$ cat src/rtl/bank_guard_pkg.sv
package bank_guard_pkg;

  typedef enum logic [2:0] {
    OP_ACT = 3'd0,
    OP_RD  = 3'd1,
    OP_WR  = 3'd2,
    OP_PRE = 3'd3,
    OP_RDA = 3'd4,
    OP_WRA = 3'd5,
    OP_REF = 3'd6,
    OP_LMR = 3'd7
  } cmd_op_e;

  // round a picosecond limit up to whole cycles, never below one
  function automatic int ps_to_cycles(input longint t_ps, input longint clk_ps);
    longint n;
    n = (t_ps + clk_ps - 1) / clk_ps;
    if (n < 1) n = 1;
    return int'(n);
  endfunction

  function automatic int imax(input int a, input int b);
    return (a > b) ? a : b;
  endfunction

endpackage

$ cat src/rtl/bank_timer.sv
module bank_timer
  import bank_guard_pkg::*;
#(
  parameter int CW      = 8,
  parameter int RCD_CK  = 2,
  parameter int RAS_CK  = 5,
  parameter int RC_CK   = 7,
  parameter int RP_CK   = 2,
  parameter int WR_CK   = 2,
  parameter int AP_DLY  = 2,
  parameter int WARN_AT = 36
) (
  input  logic       clk,
  input  logic       rst,
  input  logic       issue,
  input  logic [2:0] op,
  output logic       active,
  output logic       rcd_ok,
  output logic       act_ok,
  output logic       pre_ok,
  output logic       ap_rd_ok,
  output logic       ap_wr_ok,
  output logic       near_max
);

  localparam logic [CW-1:0] L_RCD  = CW'(RCD_CK - 1);
  localparam logic [CW-1:0] L_RAS  = CW'(RAS_CK - 1);
  localparam logic [CW-1:0] L_RC   = CW'(RC_CK - 1);
  localparam logic [CW-1:0] L_RP   = CW'(RP_CK - 1);
  localparam logic [CW-1:0] L_WR   = CW'(WR_CK - 1);
  localparam logic [CW-1:0] L_APRD = CW'(AP_DLY + RP_CK - 1);
  localparam logic [CW-1:0] L_APWR = CW'(AP_DLY + WR_CK + RP_CK - 1);
  localparam logic [CW-1:0] M_APRD = CW'(AP_DLY);
  localparam logic [CW-1:0] M_APWR = CW'(AP_DLY + WR_CK);
  localparam logic [CW-1:0] M_WARN = CW'(WARN_AT);

  logic [CW-1:0] rcd_c, act_c, pre_c, age;
  cmd_op_e op_e;

  function automatic logic [CW-1:0] dec(input logic [CW-1:0] x);
    return (x == '0) ? '0 : x - 1'b1;
  endfunction

  function automatic logic [CW-1:0] vmax(input logic [CW-1:0] a, input logic [CW-1:0] b);
    return (a > b) ? a : b;
  endfunction

  assign op_e = cmd_op_e'(op);

  always_ff @(posedge clk) begin
    if (rst) begin
      active <= 1'b0;
      rcd_c  <= '0;
      act_c  <= '0;
      pre_c  <= '0;
      age    <= '0;
    end else begin
      rcd_c <= dec(rcd_c);
      act_c <= dec(act_c);
      pre_c <= dec(pre_c);
      if (active && age != '1) age <= age + 1'b1;
      if (issue) begin
        case (op_e)
          OP_ACT: begin
            active <= 1'b1;
            rcd_c  <= L_RCD;
            act_c  <= vmax(dec(act_c), L_RC);
            pre_c  <= L_RAS;
            age    <= CW'(1);
          end
          OP_WR: pre_c <= vmax(dec(pre_c), L_WR);
          OP_PRE: if (active) begin
            active <= 1'b0;
            act_c  <= vmax(dec(act_c), L_RP);
          end
          OP_RDA: begin
            active <= 1'b0;
            act_c  <= vmax(dec(act_c), L_APRD);
          end
          OP_WRA: begin
            active <= 1'b0;
            act_c  <= vmax(dec(act_c), L_APWR);
          end
          default: ;
        endcase
      end
    end
  end

  assign rcd_ok   = (rcd_c == '0);
  assign act_ok   = (act_c == '0);
  assign pre_ok   = (pre_c == '0);
  assign ap_rd_ok = (pre_c <= M_APRD);
  assign ap_wr_ok = (pre_c <= M_APWR);
  assign near_max = active && (age >= M_WARN);

endmodule

$ cat src/rtl/shared_timer.sv
module shared_timer
  import bank_guard_pkg::*;
#(
  parameter int CW     = 8,
  parameter int RRD_CK = 2,
  parameter int WTR_CK = 1,
  parameter int RFC_CK = 9,
  parameter int MRD_CK = 2
) (
  input  logic       clk,
  input  logic       rst,
  input  logic       issue,
  input  logic [2:0] op,
  output logic       rrd_ok,
  output logic       wtr_ok,
  output logic       bus_ok
);

  localparam logic [CW-1:0] L_RRD = CW'(RRD_CK - 1);
  localparam logic [CW-1:0] L_WTR = CW'(WTR_CK - 1);
  localparam logic [CW-1:0] L_RFC = CW'(RFC_CK - 1);
  localparam logic [CW-1:0] L_MRD = CW'(MRD_CK - 1);

  logic [CW-1:0] rrd_c, wtr_c, bus_c;
  cmd_op_e op_e;

  function automatic logic [CW-1:0] dec(input logic [CW-1:0] x);
    return (x == '0) ? '0 : x - 1'b1;
  endfunction

  assign op_e = cmd_op_e'(op);

  always_ff @(posedge clk) begin
    if (rst) begin
      rrd_c <= '0;
      wtr_c <= '0;
      bus_c <= '0;
    end else begin
      rrd_c <= dec(rrd_c);
      wtr_c <= dec(wtr_c);
      bus_c <= dec(bus_c);
      if (issue) begin
        case (op_e)
          OP_ACT:        rrd_c <= L_RRD;
          OP_WR, OP_WRA: wtr_c <= L_WTR;
          OP_REF:        bus_c <= L_RFC;
          OP_LMR:        bus_c <= L_MRD;
          default: ;
        endcase
      end
    end
  end

  assign rrd_ok = (rrd_c == '0);
  assign wtr_ok = (wtr_c == '0);
  assign bus_ok = (bus_c == '0);

endmodule

$ cat src/rtl/bank_timing_guard.sv
module bank_timing_guard
  import bank_guard_pkg::*;
#(
  parameter int BANKS       = 4,
  parameter int CLK_PS      = 8000,
  parameter int T_RCD_PS    = 15000,
  parameter int T_RP_PS     = 15000,
  parameter int T_RAS_PS    = 42000,
  parameter int T_RASMAX_PS = 70000000,
  parameter int T_RC_PS     = 60000,
  parameter int T_RRD_PS    = 12000,
  parameter int T_WR_PS     = 15000,
  parameter int T_MRD_PS    = 12000,
  parameter int T_RFC_PS    = 72000,
  parameter int WTR_CK      = 1,
  parameter int AP_DLY_CK   = 2,
  parameter int WARN_CK     = 16
) (
  input  logic                     clk,
  input  logic                     rst,
  input  logic                     cmd_valid,
  input  logic [2:0]               cmd_op,
  input  logic [$clog2(BANKS)-1:0] cmd_bank,
  output logic                     cmd_ok,
  output logic                     cmd_err,
  output logic                     ras_warn
);

  localparam int BW        = $clog2(BANKS);
  localparam int RCD_CK    = ps_to_cycles(T_RCD_PS, CLK_PS);
  localparam int RP_CK     = ps_to_cycles(T_RP_PS, CLK_PS);
  localparam int RAS_CK    = ps_to_cycles(T_RAS_PS, CLK_PS);
  localparam int RASMAX_CK = ps_to_cycles(T_RASMAX_PS, CLK_PS);
  localparam int RC_CK     = ps_to_cycles(T_RC_PS, CLK_PS);
  localparam int RRD_CK    = ps_to_cycles(T_RRD_PS, CLK_PS);
  localparam int WR_CK     = ps_to_cycles(T_WR_PS, CLK_PS);
  localparam int MRD_CK    = ps_to_cycles(T_MRD_PS, CLK_PS);
  localparam int RFC_CK    = ps_to_cycles(T_RFC_PS, CLK_PS);
  localparam int WARN_AT   = imax(RASMAX_CK - WARN_CK, 1);
  localparam int MAXC      = imax(imax(RASMAX_CK, RFC_CK),
                                  imax(RC_CK, AP_DLY_CK + WR_CK + RP_CK));
  localparam int CW        = $clog2(MAXC + 2);

  logic [BANKS-1:0] bank_active, rcd_ok_v, act_ok_v, pre_ok_v;
  logic [BANKS-1:0] ap_rd_v, ap_wr_v, near_v, issue_v;
  logic rrd_ok, wtr_ok, bus_ok;
  logic state_bad, timing_ok;
  cmd_op_e op_e;

  for (genvar g = 0; g < BANKS; g++) begin : g_bank
    assign issue_v[g] = cmd_ok && (cmd_bank == BW'(g));
    bank_timer #(
      .CW(CW), .RCD_CK(RCD_CK), .RAS_CK(RAS_CK), .RC_CK(RC_CK),
      .RP_CK(RP_CK), .WR_CK(WR_CK), .AP_DLY(AP_DLY_CK), .WARN_AT(WARN_AT)
    ) u_bank (
      .clk(clk), .rst(rst), .issue(issue_v[g]), .op(cmd_op),
      .active(bank_active[g]), .rcd_ok(rcd_ok_v[g]), .act_ok(act_ok_v[g]),
      .pre_ok(pre_ok_v[g]), .ap_rd_ok(ap_rd_v[g]), .ap_wr_ok(ap_wr_v[g]),
      .near_max(near_v[g])
    );
  end

  shared_timer #(
    .CW(CW), .RRD_CK(RRD_CK), .WTR_CK(WTR_CK), .RFC_CK(RFC_CK), .MRD_CK(MRD_CK)
  ) u_shared (
    .clk(clk), .rst(rst), .issue(cmd_ok), .op(cmd_op),
    .rrd_ok(rrd_ok), .wtr_ok(wtr_ok), .bus_ok(bus_ok)
  );

  assign op_e = cmd_op_e'(cmd_op);

  always_comb begin
    state_bad = 1'b0;
    timing_ok = 1'b0;
    case (op_e)
      OP_ACT: begin
        state_bad = bank_active[cmd_bank];
        timing_ok = act_ok_v[cmd_bank] && rrd_ok;
      end
      OP_RD: begin
        state_bad = !bank_active[cmd_bank];
        timing_ok = rcd_ok_v[cmd_bank] && wtr_ok;
      end
      OP_WR: begin
        state_bad = !bank_active[cmd_bank];
        timing_ok = rcd_ok_v[cmd_bank];
      end
      OP_PRE: begin
        timing_ok = !bank_active[cmd_bank] || pre_ok_v[cmd_bank];
      end
      OP_RDA: begin
        state_bad = !bank_active[cmd_bank];
        timing_ok = rcd_ok_v[cmd_bank] && wtr_ok && ap_rd_v[cmd_bank];
      end
      OP_WRA: begin
        state_bad = !bank_active[cmd_bank];
        timing_ok = rcd_ok_v[cmd_bank] && ap_wr_v[cmd_bank];
      end
      OP_REF, OP_LMR: begin
        state_bad = |bank_active;
        timing_ok = &act_ok_v;
      end
      default: ;
    endcase
  end

  assign cmd_ok = cmd_valid && !state_bad && timing_ok && bus_ok;

  always_ff @(posedge clk) begin
    if (rst) begin
      cmd_err  <= 1'b0;
      ras_warn <= 1'b0;
    end else begin
      cmd_err  <= cmd_valid && state_bad;
      ras_warn <= |near_v;
    end
  end

endmodule

$ cat config.mk
export PLATFORM = sky130hd
export DESIGN_NAME = bank_timing_guard
export DESIGN_NICKNAME = d
export VERILOG_FILES = /design/src/rtl/bank_guard_pkg.sv /design/src/rtl/bank_timer.sv /design/src/rtl/shared_timer.sv /design/src/rtl/bank_timing_guard.sv
export SDC_FILE = /design/constraint.sdc
export NUM_CORES = 1
export LEC_CHECK = 0
export ABC_AREA = 1
export BUFFER_PORTS_ARGS = -buffer_cell sky130_fd_sc_hd__buf_2
export CAP_MARGIN = 15
export CORE_UTILIZATION = 25
export DETAILED_ROUTE_END_ITERATION = 6
export PLACE_DENSITY = 0.47
export SLEW_MARGIN = 20
export SYNTH_ARGS = -nofsm -noshare
export SYNTH_HDL_FRONTEND = slang
export SYNTH_SLANG_ARGS = --single-unit
export TNS_END_PERCENT = 10
$ cat constraint.sdc
create_clock -name clk -period 6.9 [get_ports clk]
set_input_delay 0.69 -clock clk [delete_from_list [all_inputs] [get_ports clk]]
set_output_delay 0.69 -clock clk [all_outputs]
set_load 0.1 [all_outputs]
==> results of run 1 <==
==> per-layer routing <==
metal	track usage	wire length, µm	vias to the layer above
met5	0	0	-
met4	0.0469	1090	0
met3	0.0246	2010	67
met2	0.207	17700	258
met1	0.167	19200	6574
li1	-	-	7703
==> registers in the layout, summed over array words and instances, names as in the netlist <==
register	cells
g_bank.u_bank.act_c	56
g_bank.u_bank.age	56
g_bank.u_bank.pre_c	56
g_bank.u_bank.rcd_c	56
u_shared.bus_c	14
u_shared.rrd_c	14
u_shared.wtr_c	14
g_bank.u_bank.active	4
cmd_err	1
ras_warn	1
==> critical path, delay by kind of cell, from the launching register on <==
kind	cells	cell delay (ns)
buffers and inverters	3	1.07
AND/OR/NAND/NOR	9	1.55
AO/OA/AOI/OAI	2	0.15
flip-flops	1	0.34
==> report_power, final <==
| group | switching, mW | internal (mW) |
|---|---|---|
| combinational | 3.09 | 1.59 |
| sequential | 0.381 | 2.06 |
| clock | 0.705 | 1.26 |
| total | 4.18 | 4.91 |
==> synthesized netlist by cell type (all sizes together) (2+ instances only) <==
library cell	n	area (µm²)
clkinv	3	11.3
a21oi	52	283
nor4	13	81.3
nand3	237	1190
o22ai	3	18.8
o2111ai	3	26.3
or2	17	109
nand2	497	1890
dfxtp	272	5450
a211oi	8	60.1
inv	352	1320
xnor2	40	350
ha	35	438
a31o	2	17.5
nor3	61	343
buf	20	111
o21bai	12	93.8
clkbuf	22	82.6
nand4	71	444
nand3b	12	103
o41ai	2	17.5
a31oi	2	12.5
nor2	528	2020
xor2	91	797
o211ai	6	45.0
o21ai	54	274
a21o	3	22.5
a22oi	2	15.0
==> layout by cell type, fill, tap and decap left out, types with 11 or more instances in the layout <==
cell type  instances
ha_1              35
xnor2_1           40
o21ai_0           51
nor2_1           518
nor3_1            56
nand2_1          490
a21oi_1           50
nand3_1          236
dfxtp_1          272
clkbuf_16         37
inv_1            349
o21bai_1          11
or2_2             16
nand4_1           71
nor4_1            13
nand3b_1          11
xor2_1            91
==> path summary, 6_finish.rpt <==
path | startpoint | to | slack [ns] | cells after the start
worst min-delay path | u_shared.wtr_c[0]$_SDFF_PP0_ | u_shared.wtr_c[0]$_SDFF_PP0_ | 0.41 | 1
worst max register to register | g_bank[2].u_bank.pre_c[9]$_SDFF_PP0_ | g_bank[1].u_bank.age[2]$_SDFF_PP0_ | 3.08 | 16
worst min register to register | u_shared.wtr_c[0]$_SDFF_PP0_ | u_shared.wtr_c[0]$_SDFF_PP0_ | 0.41 | 1
worst max-delay path | g_bank[2].u_bank.pre_c[9]$_SDFF_PP0_ | cmd_ok | 2.54 | 14
==> per-stage QoR <==
step	setup WS, ns	util	std cells	hold slack, ns	power, mW
2_1_floorplan	3.68	-	2427	0.393	6.11
6_report	2.54	0.289	3299	0.409	9.09
3_3_place_gp	3.08	0.269	3238	0.402	7.13
3_5_place_dp	3.03	0.269	3238	0.401	7.14
4_1_cts	2.54	0.289	3298	0.409	9.19
5_1_grt	2.26	0.289	3298	0.423	10.1
==> cell families after synthesis <==
kind of cell | after synthesis | share of synthesized area
flip-flops | 272 | 0.347
buffers and inverters | 397 | 0.0973
adder cells (fa/ha/maj) | 35 | 0.0279
XOR/XNOR | 131 | 0.0732
AND/OR/NAND/NOR | 1441 | 0.397
AO/OA/AOI/OAI | 151 | 0.0575
==> area by class of cell <==
cell class / count / area share
Multi-Input combinational cell: 1758 / 0.487
Tap cell: 837 / 0.0586
Clock inverter: 11 / 0.0117
Sequential cell: 272 / 0.305
Clock buffer: 49 / 0.0577
Timing Repair Buffer: 16 / 0.00546
Antenna cell: 1 / 0.000140
Inverter: 355 / 0.0745
==> impl_metrics.toml, run 1 <==
[worst_hold_path]
hold_class = "register to register"

[worst_setup_path]
crit_path_end_kind = "output pin"
path_max_fanout = 16
cp_cell_sequence = "nor2_2 > nand2_1 > nor2_1 > nand3_1 > inv_1 > nand2_1 > o21ai_0 > nor2_1 > nand2_1 > a21oi_1 > nand2_2 > nand2_1 > inv_1 > buf_2"
cpMostUsedCell = "nand2_1"
path_class = "register to output pin"
cp-start-kind = "register"
critical-path-max-stage-delay_ns = 0.47
crit_slowest_cell = "buf_2"
cp.required_ns = 6.21
arrival_ns = 3.67

[yosys]
ys_seq_elements = 272
synthArstFlopShare = 0
netlist_area_um2 = 15700
ys.flop_type = "dfxtp_1"
ys_types = 52
synth_nets = 2470
ys_seq_area_frac = 0.347
synth_edf_count = 0
syn_area_per_cell_um2 = 6.46
netlist_instances = 2427
yosysWarnings = 0

[place]
place_congestion = 0.911
portBuffers = 10
hpwl_um = 29600
postPlaceCellArea_um2 = 16600

[floorplan]
start_util = 0.254
die_x_um = 252
ios = 11
dieArea_um2 = 63700
core_area_um2 = 61800
die_h_um = 252
num_rows = 91

[sta]
fmax_mhz = 229
post-route-period-util = 0.632
rsz0062_at_grt = "false"
finalSetupViolCount = 0
period_needed_ns = 4.36
worst_clock_skew_ns = 0.0221
slew_headroom = 0.430
worst_pin_slew_ns = 0.852
hold_violations = 0
slew_viol_final = 0
fin_setup_tns_ns = 0

[clock_network]
cts.clk_slew.worst_paths_ns = 0.06
clk_latency_ns = 0.53
root_buffer = "clkbuf_16"
postCtsSetupBuffers = 0
h-tree-depth = 2
cts_sinks = 272
ctsResizeCount = 0
clk_path_buf_depth = 3
cts_made_buffers = 36
holdBufCountCts = 0
cts_tree = "built"

[cells_and_area]
fin_area_um2 = 17900
register_area_um2 = 5450
drive_above_1_share = 0.0492
area_growth_pct = 14.0
multi_input_comb_area_um2 = 8710
nNetsFinal = 2482
fillers = 6775

[global_routing]
grt_pass1_vias = 13800
grt_pass1_wl_um = 67200
antenna_found_initial = 0
grt_max_degree = 49
overflow = 0
track_usage = 0.128

[routing]
vias = 14600
post_drt_wl_per_cell_um = 12.1
ant_nets = 0
routed_wl_um = 40000
drt_iter0_drc = 791
drtPass1Iterations = 5
viasPerCell = 4.43
drc = 0

[power]
peakVddDrop_mv = 0.137
p_leak_nw = 8.67
power.density_nw_per_um2 = 509

[flow_run]
maxCapViolCount = 0

[status]
status = "complete, no violations"
No activity file was read; power rests on OpenSTA's default activity.
==> run 2, diff against run 1 <==
--- a/config.mk
+++ b/config.mk
@@ -5,12 +5,12 @@
 export SDC_FILE = /design/constraint.sdc
 export NUM_CORES = 1
 export LEC_CHECK = 0
-export ABC_AREA = 1
+export ABC_AREA = 0
 export BUFFER_PORTS_ARGS = -buffer_cell sky130_fd_sc_hd__buf_2
 export CAP_MARGIN = 15
 export CORE_UTILIZATION = 25
 export DETAILED_ROUTE_END_ITERATION = 6
-export PLACE_DENSITY = 0.47
+export PLACE_DENSITY = 0.49
 export SLEW_MARGIN = 20
 export SYNTH_ARGS = -nofsm -noshare
 export SYNTH_HDL_FRONTEND = slang
==> constraint.sdc (replaced) <==
create_clock -name clk -period 3.84 [get_ports clk]
set_input_delay 0.384 -clock clk [delete_from_list [all_inputs] [get_ports clk]]
set_output_delay 0.384 -clock clk [all_outputs]
set_load 0.1 [all_outputs]
==> run 2 against run 1 <==
  * Cell count fell by 24%
  * Flip-flop and latch count did not move
  * Clock skew barely moved
  * Critical path type unchanged
  * Critical endpoint unchanged
==> impl_metrics.toml, run 2 <==
[sta]
worst_pin_slew_ns = 1.08
finalWorstSetupSlack_ns = 0.187
post-route-period-util = 0.951
fmax_mhz = 274
worst_clock_skew_ns = 0.0217
holdWs_ns = 0.200
rsz0062_at_grt = "false"
slew_viol_final = 0
hold_violations = 0
finalSetupViolCount = 0
slew_headroom = 0.279
period_needed_ns = 3.65
fin_setup_tns_ns = 0

[cells_and_area]
final_common_cell = "nor2_1"
final_util = 0.293
fin_cells = 2516
nNetsFinal = 1788
fin_area_um2 = 16200
n_antenna_cell = 0
area_growth_pct = 15.3
drive_above_1_share = 0.0820
fillers = 5950
layout_common_cells = "nor2_1, dfxtp_1, nand2_1"
multi_input_comb_area_um2 = 8150
register_area_um2 = 5450

[routing]
ant_nets = 0
routed_wl_um = 34600
drc = 0
vias = 11800
drtPass1Iterations = 5
post_drt_wl_per_cell_um = 13.7
viasPerCell = 4.70
drt_iter0_drc = 654

[floorplan]
die_x_um = 239
dieArea_um2 = 57200
core_area_um2 = 55300
start_util = 0.254
num_rows = 86
ios = 11
die_h_um = 239

[place]
place_congestion = 0.849
place_inst = 2454
portBuffers = 10
dp_slack_ns = 0.352
postPlaceCellArea_um2 = 15000
hpwl_um = 24300

[clock_network]
h-tree-depth = 2
cts_tree = "built"
holdBufCountCts = 0
cts_made_buffers = 34
clk_latency_ns = 0.54
cts_sinks = 272
clk_path_buf_depth = 3
root_buffer = "clkbuf_16"
cts.clk_slew.worst_paths_ns = 0.05

[worst_setup_path]
crit_path_end_kind = "output pin"
arrival_ns = 3.27
crit_slowest_cell = "or4_1"
critical-path-max-stage-delay_ns = 0.55
cp-start-kind = "register"
cp.required_ns = 3.46
path_class = "register to output pin"
cp_cell_sequence = "inv_1 > ha_1 > nor3b_2 > nand2b_1 > or4_4 > or4_1 > nor2_1 > o31a_1 > a31oi_4 > clkinv_4 > buf_12"
path_max_fanout = 6

[global_routing]
grt_pass1_vias = 11500
grtUsageMet1 = 0.163
grt_pass1_wl_um = 58200
antenna_found_initial = 0
grt_max_degree = 60
busiest_layer = "met2"
grtUsageMet2 = 0.200
track_usage = 0.122
overflow = 0
grtUsageMet3 = 0.0197

[yosys]
ys_seq_area_frac = 0.387
synth_top_area_frac = 0.387
ys.flop_type = "dfxtp_1"
yosysMostFrequentCell = "nor2_1"
netlist_area_um2 = 14100
ys_seq_elements = 272
syn_area_per_cell_um2 = 8.16
synthTopCellsByCount = "nor2_1, dfxtp_1, nand2_1"
synth_edf_count = 0
yosysTopAreaCell = "dfxtp_1"
synth_nets = 1767
ys_types = 80
netlist_instances = 1724
netlist_top_cells_area = "dfxtp_1, nor2_1, xnor2_1"
synthArstFlopShare = 0
yosysWarnings = 0

[power]
power.density_nw_per_um2 = 866
peakVddDrop_mv = 0.241
power_mw = 14.0
p_leak_nw = 5.91

[flow_run]
maxCapViolCount = 0

[status]
status = "complete, no violations"

[worst_hold_path]
hold_class = "primary input to register"
run 2: worst paths after layout:
path / from / endpoint / slack (ns) / cells past startpoint
min: cmd_valid / cmd_err$_SDFF_PP0_ / 0.20 / 2
max: g_bank[3].u_bank.rcd_c[0]$_SDFF_PP0_ / cmd_ok / 0.19 / 11
min reg2reg: u_shared.bus_c[6]$_SDFF_PP0_ / u_shared.bus_c[6]$_SDFF_PP0_ / 0.46 / 2
max reg2reg: g_bank[3].u_bank.rcd_c[0]$_SDFF_PP0_ / g_bank[3].u_bank.age[1]$_SDFF_PP0_ / 0.50 / 12
run 2: layout make-up:
class | instances | area share
well taps | 748 | 0.0577
clock inverters | 8 | 0.00579
multi-input cells | 1339 | 0.503
flip-flops and latches | 272 | 0.336
repair buffers | 50 | 0.0233
clock buffers | 51 | 0.0633
inverters | 48 | 0.0114
run 2: routing by layer:
layer | part of all wire | routed length (µm)
met3 | 0.036 | 1240
met4 | 0.020 | 676
met1 | 0.49 | 16900
met5 | 0 | 0
met2 | 0.46 | 15700
run 2: where the power goes:
part	switching [mW]	internal, mW	leakage, nW
registers	0.883	3.65	2.23
clock network	1.24	1.97	0.557
logic	3.51	2.78	3.12
total	5.63	8.40	5.91
run 2: worst max-delay path, delay by kind of cell, from the launching register on:
family	cells	cell delay, ns
buffers and inverters	3	0.39
flip-flops	1	0.31
adder cells (fa/ha/maj)	1	0.18
AO/OA/AOI/OAI	2	0.37
AND/OR/NAND/NOR	5	1.49
run 2: logic make-up after synthesis:
group           share of synthesized area
simple gates                        0.310
flops                               0.387
xor+xnor                            0.131
compound gates                     0.0985
buf+inv                            0.0354
fa+ha+maj                          0.0311
mux                               0.00667
run 2: timing repair:
| item | CTS | global route |
|---|---|---|
| setup endpoints to repair | 1 | 1 |
| buffers inserted | 0 | 3 |
| resized for setup | 3 | 4 |
| pin swaps | 0 | 0 |
==> run 3, diff against run 2 <==
==> constraint.sdc (replaced) <==
create_clock -name clk -period 3.84 [get_ports clk]
set_input_delay 0.384 -clock clk [delete_from_list [all_inputs] [get_ports clk]]
set_output_delay 0.384 -clock clk [all_outputs]
set_load 0.01 [all_outputs]
==> run 3 against run 2 <==
  * Non-clock buffer count down 2
  * Cell count about the same
  * Power about the same
  * Die area unchanged
  * Combinational power about the same
  * Final area about the same
  * Critical path depth down 2
  * Flip-flop and latch count unchanged
  * Global-route usage about the same
==> impl_metrics.toml, run 3 (synthesis results as in run 2) <==
[routing]
vias = 11900
viasPerCell = 4.75
drtPass1Iterations = 5
post_drt_wl_per_cell_um = 13.6
routed_wl_um = 34200
drc = 0
ant_nets = 0
drt_iter0_drc = 568

[clock_network]
postCtsSetupBuffers = 0
cts_tree = "built"
cts.clk_slew.worst_paths_ns = 0.05
h-tree-depth = 2
clk_latency_ns = 0.54
holdBufCountCts = 0
cts_made_buffers = 35
clk_path_buf_depth = 3
cts_sinks = 272
root_buffer = "clkbuf_16"
ctsResizeCount = 2

[cells_and_area]
final_common_cell = "nor2_1"
layout_common_cells = "nor2_1, dfxtp_1, nand2_1"
drive_above_1_share = 0.0832
area_growth_pct = 15.4
final_util = 0.293
fin_cells = 2515
nNetsFinal = 1787
n_antenna_cell = 0

[worst_setup_path]
arrival_ns = 3.29
path_class = "register to output pin"
cp.required_ns = 3.46
critical-path-max-stage-delay_ns = 0.57
crit_slowest_cell = "or4_1"
cp-start-kind = "register"
r2r_cells = 13
path_max_fanout = 13
cp_cell_sequence = "or4_1 > or3_4 > or3_1 > a31o_2 > nand2_4 > and3_2 > a31oi_4 > clkinv_4 > buf_2"
crit_path_end_kind = "output pin"

[global_routing]
grt_pass1_wl_um = 57700
overflow = 0
grt_max_degree = 49
track_usage = 0.122
grt_pass1_vias = 11600
antenna_found_initial = 1

[sta]
rsz0062_at_grt = "false"
slew_viol_final = 0
slew_headroom = 0.290
hold_violations = 0
worst_clock_skew_ns = 0.0247
period_needed_ns = 3.68
fin_setup_tns_ns = 0
post-route-period-util = 0.957
worst_pin_slew_ns = 1.06
fmax_mhz = 272
finalSetupViolCount = 0

[floorplan]
die_h_um = 239
die_x_um = 239
start_util = 0.254
dieArea_um2 = 57200
ios = 11
core_area_um2 = 55300
num_rows = 86

[power]
p_seq_frac = 0.323
internal-power_mw = 8.41
p_leak_nw = 5.91
power.density_nw_per_um2 = 865
switchingPower_mw = 5.61
clkPwrFrac = 0.229
power_mw = 14.0
pwr-share-comb = 0.448
swShare = 0.400
peakVddDrop_mv = 0.376

[worst_hold_path]
hold_class = "primary input to register"
min_path_cells = 2

[place]
place_congestion = 0.861
portBuffers = 10
hpwl_um = 24500
place_inst = 2455

[status]
status = "complete, no violations"

[flow_run]
maxCapViolCount = 0
-- run 3: cell count changes in the layout (fill, tap and decap cells not counted), moves of 2 or more --
cell	previous run	this run
nor4_2	1	3
clkbuf_16	35	37
nor4_1	73	71
buf_4	39	37
-- run 3: layer usage --
layer	up-vias	part of all wire	track usage
met3	54	0.043	0.0241
li1	6081	-	-
met1	5613	0.48	0.159
met4	2	0.025	0.0460
met2	184	0.45	0.198
met5	-	0.00032	0
-- run 3: final timing paths --
| kind | startpoint | endpoint | slack (ns) |
|---|---|---|---|
| worst max-delay path | g_bank[2].u_bank.act_c[7]$_SDFF_PP0_ | cmd_ok | 0.16 |
| worst min-delay path | cmd_valid | cmd_err$_SDFF_PP0_ | 0.22 |
| worst max register to register | u_shared.wtr_c[0]$_SDFF_PP0_ | g_bank[3].u_bank.rcd_c[12]$_SDFF_PP0_ | 0.50 |
| worst min register to register | u_shared.rrd_c[6]$_SDFF_PP0_ | u_shared.rrd_c[6]$_SDFF_PP0_ | 0.47 |
-- run 3: cell type report --
cell class	count	area [µm²]
inverters	48	185
clock buffers	53	1080
multi-input cells	1339	8170
flip-flops and latches	272	5450
clock inverters	7	63.8
well taps	748	936
fillers	5953	39100
repair buffers	48	348
-- run 3: stage by stage --
| step | instance area (µm²) | setup WS [ns] | hold WS [ns] |
|---|---|---|---|
| final | 16200 | 0.164 | 0.218 |
| after global routing | 16200 | 0.0450 | 0.206 |
| after CTS | 16200 | 0.0310 | 0.198 |
| after detailed placement | 15000 | 0.367 | 0.458 |
| after global placement | 15000 | 0.419 | 0.454 |
| after floorplan | 14100 | 0.773 | 0.438 |
-- run 3: power by group through the flow --
stage          combinational (mW)  clock (mW)  sequential [mW]
3_5_place_dp                 6.25           0             4.57
4_1_cts                      6.30        3.34             4.52
5_1_grt                      7.17        3.46             4.67
3_3_place_gp                 6.18           0             4.56
2_1_floorplan                5.10           0             4.29
6_report                     6.28        3.21             4.53
-- run 3: critical path: cells and delay by family (launching register included) --
family | cells | cell delay (ns)
AOI/OAI and AO/OA | 2 | 0.35
DFF | 1 | 0.36
and+or+nand+nor | 5 | 1.72
buffers and inverters | 2 | 0.34
